--- src/rtl/pms_pkg.sv ---
package pms_pkg;

  localparam int COL_W = 24;

  typedef enum logic { PMS_PALETTE = 1'b0, PMS_DIRECT = 1'b1 } pms_mode_t;

  typedef struct packed {
    logic eol;
    logic eof;
  } pms_mark_t;

  // Mode byte is the first byte in memory, which sits in [31:24].
  function automatic pms_mode_t pms_classify(input logic [31:0] ctrl_word,
                                             input logic [7:0]  direct_code);
    return (ctrl_word[31:24] == direct_code) ? PMS_DIRECT : PMS_PALETTE;
  endfunction

endpackage

--- src/rtl/pms_scan.sv ---
module pms_scan import pms_pkg::*; #(
  parameter int PITCH_LOG2 = 10,
  parameter int MAX_W      = 1024,
  parameter int MAX_H      = 768,
  parameter int WW         = 12,
  parameter int HW         = 11,
  localparam int YCW       = $clog2(MAX_H),
  localparam int XLW       = PITCH_LOG2 + 1,
  localparam int PA_W      = PITCH_LOG2 + YCW
) (
  input  logic            clk,
  input  logic            rst_n,
  input  logic            adv,
  input  logic            start,
  input  logic [WW-1:0]   act_width,
  input  logic [HW-1:0]   act_height,
  output logic            busy,
  output logic            rd_en,
  output logic [PA_W-1:0] pix_addr,
  output pms_mark_t       mark
);

  localparam logic [XLW-1:0] XONE = 1;
  localparam logic [HW-1:0]  HONE = 1;

  logic [PITCH_LOG2-1:0] x_q;
  logic [YCW-1:0]        y_q;
  logic [XLW-1:0]        wlim_q;
  logic [HW-1:0]         hlim_q;
  logic [WW-1:0]         w_clamp;
  logic [HW-1:0]         h_clamp;
  logic                  last_x, last_y;

  // Linear address over the fixed pitch.
  function automatic logic [PA_W-1:0] lin_addr(input logic [YCW-1:0] yy,
                                               input logic [PITCH_LOG2-1:0] xx);
    return {yy, xx};
  endfunction

  always_comb begin
    w_clamp = (act_width  > WW'(MAX_W)) ? WW'(MAX_W) : act_width;
    h_clamp = (act_height > HW'(MAX_H)) ? HW'(MAX_H) : act_height;
  end

  assign last_x   = ({1'b0, x_q} == (wlim_q - XONE));
  assign last_y   = (HW'(y_q) == (hlim_q - HONE));
  assign rd_en    = busy & adv;
  assign pix_addr = lin_addr(y_q, x_q);
  assign mark     = '{eol: last_x, eof: last_x & last_y};

  always_ff @(posedge clk) begin
    if (!rst_n) begin
      busy   <= 1'b0;
      x_q    <= '0;
      y_q    <= '0;
      wlim_q <= '0;
      hlim_q <= '0;
    end else if (!busy) begin
      if (start && (w_clamp != '0) && (h_clamp != '0)) begin
        busy   <= 1'b1;
        x_q    <= '0;
        y_q    <= '0;
        wlim_q <= XLW'(w_clamp);
        hlim_q <= h_clamp;
      end
    end else if (adv) begin
      if (last_x) begin
        x_q <= '0;
        if (last_y) busy <= 1'b0;
        else        y_q  <= y_q + 1'b1;
      end else begin
        x_q <= x_q + 1'b1;
      end
    end
  end

endmodule

--- src/rtl/pms_decide.sv ---
module pms_decide import pms_pkg::*; #(
  parameter int         IDX_W       = 8,
  parameter logic [7:0] DIRECT_CODE = 8'h03
) (
  input  logic             clk,
  input  logic             rst_n,
  input  logic             adv,
  input  logic             rd_issued,
  input  pms_mark_t        mark_in,
  input  logic [31:0]      ctrl_data,
  input  logic [31:0]      direct_data,
  input  logic [IDX_W-1:0] idx_data,
  output logic             pal_rd_en,
  output logic [IDX_W-1:0] pal_addr,
  output logic             v2,
  output logic             dir2,
  output logic [COL_W-1:0] col2,
  output pms_mark_t        mark2
);

  logic      v1;
  pms_mark_t mark1;
  pms_mode_t mode_now;

  assign mode_now  = pms_classify(ctrl_data, DIRECT_CODE);
  assign pal_rd_en = adv & v1 & (mode_now == PMS_PALETTE);
  assign pal_addr  = idx_data;

  always_ff @(posedge clk) begin
    if (!rst_n) begin
      v1    <= 1'b0;
      mark1 <= '0;
      v2    <= 1'b0;
      dir2  <= 1'b0;
      col2  <= '0;
      mark2 <= '0;
    end else if (adv) begin
      v1    <= rd_issued;
      mark1 <= mark_in;
      v2    <= v1;
      dir2  <= (mode_now == PMS_DIRECT);
      col2  <= direct_data[COL_W-1:0];
      mark2 <= mark1;
    end
  end

endmodule

--- src/rtl/pms_emit.sv ---
module pms_emit import pms_pkg::*; (
  input  logic             clk,
  input  logic             rst_n,
  input  logic             adv,
  input  logic             v2,
  input  logic             dir2,
  input  logic [COL_W-1:0] col2,
  input  pms_mark_t        mark2,
  input  logic [COL_W-1:0] pal_data,
  output logic             out_valid,
  output logic [COL_W-1:0] out_pix,
  output logic             out_eol,
  output logic             out_eof
);

  always_ff @(posedge clk) begin
    if (!rst_n) begin
      out_valid <= 1'b0;
      out_pix   <= '0;
      out_eol   <= 1'b0;
      out_eof   <= 1'b0;
    end else if (adv) begin
      out_valid <= v2;
      if (v2) begin
        out_pix <= dir2 ? col2 : pal_data;
        out_eol <= mark2.eol;
        out_eof <= mark2.eof;
      end
    end
  end

endmodule

--- src/rtl/pix_mix_sel.sv ---
module pix_mix_sel import pms_pkg::*; #(
  parameter int         PITCH_LOG2  = 10,
  parameter int         MAX_W       = 1024,
  parameter int         MAX_H       = 768,
  parameter int         WW          = 12,
  parameter int         HW          = 11,
  parameter int         IDX_W       = 8,
  parameter logic [7:0] DIRECT_CODE = 8'h03,
  localparam int        YCW         = $clog2(MAX_H),
  localparam int        PA_W        = PITCH_LOG2 + YCW,
  localparam int        WA_W        = PA_W + 2
) (
  input  logic             clk,
  input  logic             rst_n,
  input  logic             start,
  input  logic [WW-1:0]    act_width,
  input  logic [HW-1:0]    act_height,
  output logic             frame_busy,
  output logic             plane_rd_en,
  output logic [PA_W-1:0]  idx_addr,
  output logic [WA_W-1:0]  wide_addr,
  input  logic [IDX_W-1:0] idx_data,
  input  logic [31:0]      ctrl_data,
  input  logic [31:0]      direct_data,
  output logic             pal_rd_en,
  output logic [IDX_W-1:0] pal_addr,
  input  logic [COL_W-1:0] pal_data,
  output logic             out_valid,
  input  logic             out_ready,
  output logic [COL_W-1:0] out_pix,
  output logic             out_eol,
  output logic             out_eof
);

  // Named internal events, visible to the bound checker.
  logic             adv;
  logic             rd_eol;
  pms_mark_t        scan_mark;
  logic             s2_valid;
  logic             s2_direct;
  logic [COL_W-1:0] s2_colour;
  pms_mark_t        s2_mark;

  assign adv       = ~out_valid | out_ready;
  assign rd_eol    = scan_mark.eol;
  assign wide_addr = {idx_addr, 2'b00};

  pms_scan #(
    .PITCH_LOG2(PITCH_LOG2), .MAX_W(MAX_W), .MAX_H(MAX_H), .WW(WW), .HW(HW)
  ) u_scan (
    .clk(clk), .rst_n(rst_n), .adv(adv), .start(start),
    .act_width(act_width), .act_height(act_height),
    .busy(frame_busy), .rd_en(plane_rd_en), .pix_addr(idx_addr), .mark(scan_mark)
  );

  pms_decide #(.IDX_W(IDX_W), .DIRECT_CODE(DIRECT_CODE)) u_decide (
    .clk(clk), .rst_n(rst_n), .adv(adv), .rd_issued(plane_rd_en), .mark_in(scan_mark),
    .ctrl_data(ctrl_data), .direct_data(direct_data), .idx_data(idx_data),
    .pal_rd_en(pal_rd_en), .pal_addr(pal_addr),
    .v2(s2_valid), .dir2(s2_direct), .col2(s2_colour), .mark2(s2_mark)
  );

  pms_emit u_emit (
    .clk(clk), .rst_n(rst_n), .adv(adv), .v2(s2_valid), .dir2(s2_direct),
    .col2(s2_colour), .mark2(s2_mark), .pal_data(pal_data),
    .out_valid(out_valid), .out_pix(out_pix), .out_eol(out_eol), .out_eof(out_eof)
  );

endmodule

--- config.mk ---
export PLATFORM = sky130hd
export DESIGN_NAME = pix_mix_sel
export DESIGN_NICKNAME = d
export VERILOG_FILES = /design/src/rtl/pms_pkg.sv /design/src/rtl/pms_scan.sv /design/src/rtl/pms_decide.sv /design/src/rtl/pms_emit.sv /design/src/rtl/pix_mix_sel.sv
export SDC_FILE = /design/constraint.sdc
export NUM_CORES = 1
export LEC_CHECK = 0
export ABC_AREA = 1
export BUFFER_PORTS_ARGS = -buffer_cell sky130_fd_sc_hd__buf_2
export CORE_MARGIN = 2
export CORE_UTILIZATION = 54
export CTS_BUF_LIST = sky130_fd_sc_hd__clkbuf_16
export DETAILED_ROUTE_END_ITERATION = 7
export GPL_ROUTABILITY_DRIVEN = 0
export PLACE_DENSITY = 0.87
export REMOVE_ABC_BUFFERS = 1
export SLEW_MARGIN = 20
export SYNTH_ARGS = -nofsm -noshare
export SYNTH_HDL_FRONTEND = slang
export SYNTH_SLANG_ARGS = --single-unit
--- constraint.sdc ---
create_clock -name clk -period 5.1 [get_ports clk]
set_clock_uncertainty 0.15 [all_clocks]
set_input_delay 0.765 -clock clk [delete_from_list [all_inputs] [get_ports clk]]
set_output_delay 0.765 -clock clk [all_outputs]
set_load 0.01 [all_outputs]
==> impl_metrics.json <==
{
  "grt_max_degree": 84,
  "clk_pin_slew_ns": 0.07,
  "post_dp_cell_area_mm2": 0.005984,
  "hpwlAfterDp_um": 8756,
  "synth_area_leaders": "dfxtp_1 37%, nand2_1 12%, nor2_1 11%",
  "slew_headroom_pct": 38.46,
  "grt_pass1_wl_um": 20840,
  "synth_largest_area_cell": "dfxtp_1",
  "critPathMostFrequentCell": "buf_2",
  "postCtsHoldBufs": 0,
  "antenna_found_initial": 0,
  "overflow": 0,
  "synth_edf_count": 0,
  "rsz0062_at_grt": "no",
  "register_area_mm2": 0.002022,
  "yosys_warnings": 0,
  "synth_mux_area_share_pct": 0,
  "synth_top_family_by_area": "simple AND/OR/NAND/NOR gates",
  "worstSetupEndpointType": "primary output",
  "fin_nets": 1061,
  "wl_per_cell_um": 11.74,
  "root_buffer": "clkbuf_16",
  "cts-resized-gates": 0,
  "h-tree-depth": 3,
  "maxCapViolCount": 0,
  "cts.sinks": 101,
  "rows": 36,
  "syn_to_final_growth_pct": 16.13,
  "period_needed_ns": 3.308,
  "cts_tree": "yes",
  "power_w": 0.001878,
  "run_status": "finished clean",
  "first_pass_iters": 4,
  "synth.avg_cell_area_um2": 6.480,
  "layoutNonFillerInstCount": 1072,
  "io_buffers": 152,
  "critical_path.max_fanout": 34,
  "hold_class": "reg2reg",
  "drc": 0,
  "yosys.area_share.simple_pct": 31.78,
  "die_w_um": 104.0,
  "required_ns": 4.18,
  "drive_gt1_share_pct": 20.13,
  "cp.arrival_ns": 2.39,
  "synth.top_cell.area_share_pct": 37.46,
  "core_area_mm2": 0.009729,
  "critPathLaunchType": "input pin",
  "synth_xor_area_share_pct": 2.109,
  "ant_nets": 0,
  "chipHeight_um": 104.0,
  "post_cts_buffers": 0,
  "tightestPinTransition_ns": 0.9209,
  "routed_via_density": 5.068,
  "dp.cells": 1056,
  "path_buf_inv": 5,
  "yosysUniqueCellTypes": 32,
  "design_area_mm2": 0.006269,
  "synth_flop_cell": "dfxtp_1",
  "finalWirelength_um": 12590,
  "clk_latency_ns": 0.34,
  "grt_pass1_vias": 4679,
  "cpMaxStageDelayCell": "nand2_1",
  "n_antenna_cell": 0,
  "synth_compound_area_share_pct": 15.18,
  "synth.ff_latch_count": 101,
  "io_pins": 203,
  "syn_inst": 833,
  "clk_path_buf_depth": 2,
  "power_per_cell_area_mw_per_mm2": 299.6,
  "num_vias": 5433,
  "finalCritPeriodShare_pct": 64.87,
  "hold_viol": 0,
  "multi_input_area_mm2": 0.002716,
  "crit_family": "buffers and inverters",
  "tns_ns": 0,
  "async_flop_share_pct": 0,
  "finalMaxSlewViolations": 0,
  "drt_iter0_drc": 338,
  "hold_slack_ns": 0.3127,
  "die_area_mm2": 0.01081,
  "fmax_mhz": 302.3,
  "leakagePower_nw": 3.095,
  "crit_type": "in2out",
  "setup_viol": 0,
  "initial_core_util_pct": 55.48,
  "ir_worst_vdd_mv": 0.1532,
  "worstPathCellList": "buf_2 > nor2_2 > buf_4 > inv_1 > nand2_1 > clkinv_1 > buf_2",
  "cts_buffers": 9,
  "synth_adder_area_share_pct": 0.9272,
  "syn_area_mm2": 0.005398,
  "critPathMaxStageDelay_ns": 0.40,
  "ys_seq_area_share_pct": 37.46,
  "fillCellCount": 946,
  "track_usage_pct": 22.87
}
-- routing by layer --
metal,part of all wire (%),global-route usage (%),up-vias,routed length [µm]
met5,0.37,3.333,-,46
met4,1.4,7.625,2,182
met3,5.5,4.010,18,690
met2,47,39.33,160,5934
met1,46,28.74,2396,5734
li1,-,-,2857,-
-- through the flow --
| stage | util, % | worst slack, ns |
|---|---|---|
| after floorplan | - | 1.176 |
| after global placement | 61.51 | 1.829 |
| after detailed placement | 61.51 | 1.820 |
| after CTS | 64.43 | 1.815 |
| after global routing | 64.43 | 1.652 |
| final | 64.43 | 1.792 |
-- worst paths after layout --
kind                                       start                        endpoint  slack, ns  depth (start not counted)
setup / recovery                       out_ready                     plane_rd_en       1.79                          7
hold / removal    u_decide.mark1[0]$_SDFFE_PN0N_  u_decide.mark1[0]$_SDFFE_PN0N_       0.31                          2
setup reg to reg   u_scan.wlim_q[0]$_SDFFE_PN0P_      u_scan.y_q[5]$_SDFFE_PN0P_       2.63                         16
hold reg to reg   u_decide.mark1[0]$_SDFFE_PN0N_  u_decide.mark1[0]$_SDFFE_PN0N_       0.31                          2
-- kinds of logic after synthesis --
family | after synthesis
AOI/OAI and AO/OA | 155
xor gates and xnor gates | 13
adders and majority gates | 4
buffers and inverters | 143
DFF | 101
other | 1
and+or+nand+nor | 416
-- state kept, by name (all words and copies together), names as in the netlist --
signal / flops
u_scan.x_q: 10
u_emit.out_valid: 1
u_decide.mark1: 2
u_emit.out_eol: 1
u_scan.hlim_q: 11
u_decide.col2: 24
u_scan.y_q: 10
u_decide.v2: 1
u_scan.busy: 1
u_emit.out_eof: 1
u_decide.mark2: 2
u_decide.dir2: 1
u_emit.out_pix: 24
u_decide.v1: 1
u_scan.wlim_q: 11
-- synth_stat cells (all sizes together), types with 6 or more instances --
cell    instances
xor2            7
a31oi          24
nor2          159
a21oi          43
xnor2           6
nand3          61
o21ai          83
clkbuf         27
inv            72
buf            41
nand2         174
dfxtp         101
nand4           9
-- placed cells by master, fill, tap and decap left out, types with 2 or more instances in the layout --
cell	instances
nor2_1	153
nor3_1	4
buf_2	152
nand2_2	3
o31ai_1	2
inv_2	2
buf_4	5
a21oi_1	43
clkinv_1	3
xnor2_1	6
ha_1	4
or2_2	5
nor2_2	4
clkbuf_16	9
nand4_1	9
nor2_4	2
inv_8	2
o21ai_0	82
xor2_1	7
nand2_1	171
a31oi_1	24
clkinvlp_4	3
conb_1	2
inv_1	70
dfxtp_1	101
nand3_1	61
nand3b_1	3
-- report_power, final --
| part | total (W) | switching (W) | internal, W |
|---|---|---|---|
| combinational | 0.000348 | 0.000209 | 0.000139 |
| sequential | 0.000880 | 0.0000455 | 0.000835 |
| clock | 0.000650 | 0.000312 | 0.000338 |
| total | 0.00188 | 0.000567 | 0.00131 |
-- final cells by class --
type / count / share of cell area, %
Clock buffer: 9 / 3.593
Clock inverter: 7 / 0.9381
Inverter: 75 / 4.491
Multi-Input combinational cell: 590 / 43.33
Sequential cell: 101 / 32.26
Tap cell: 133 / 2.655
Timing Repair Buffer: 157 / 12.73
-- worst reg2reg max path, stage by stage, from the launching register on --
cell	delay, ns
dfxtp_1	0.37
inv_2	0.09
ha_1	0.31
inv_1	0.11
nand2_1	0.05
nand3_1	0.08
nand2_1	0.06
nor2_1	0.09
nand2_1	0.06
nor2_1	0.08
nand3_1	0.11
nor2_4	0.19
nand2_2	0.08
nand2_2	0.28
nand3_1	0.12
nand2_1	0.09
nor2_1	0.05
No activity file was read; power rests on OpenSTA's default activity.
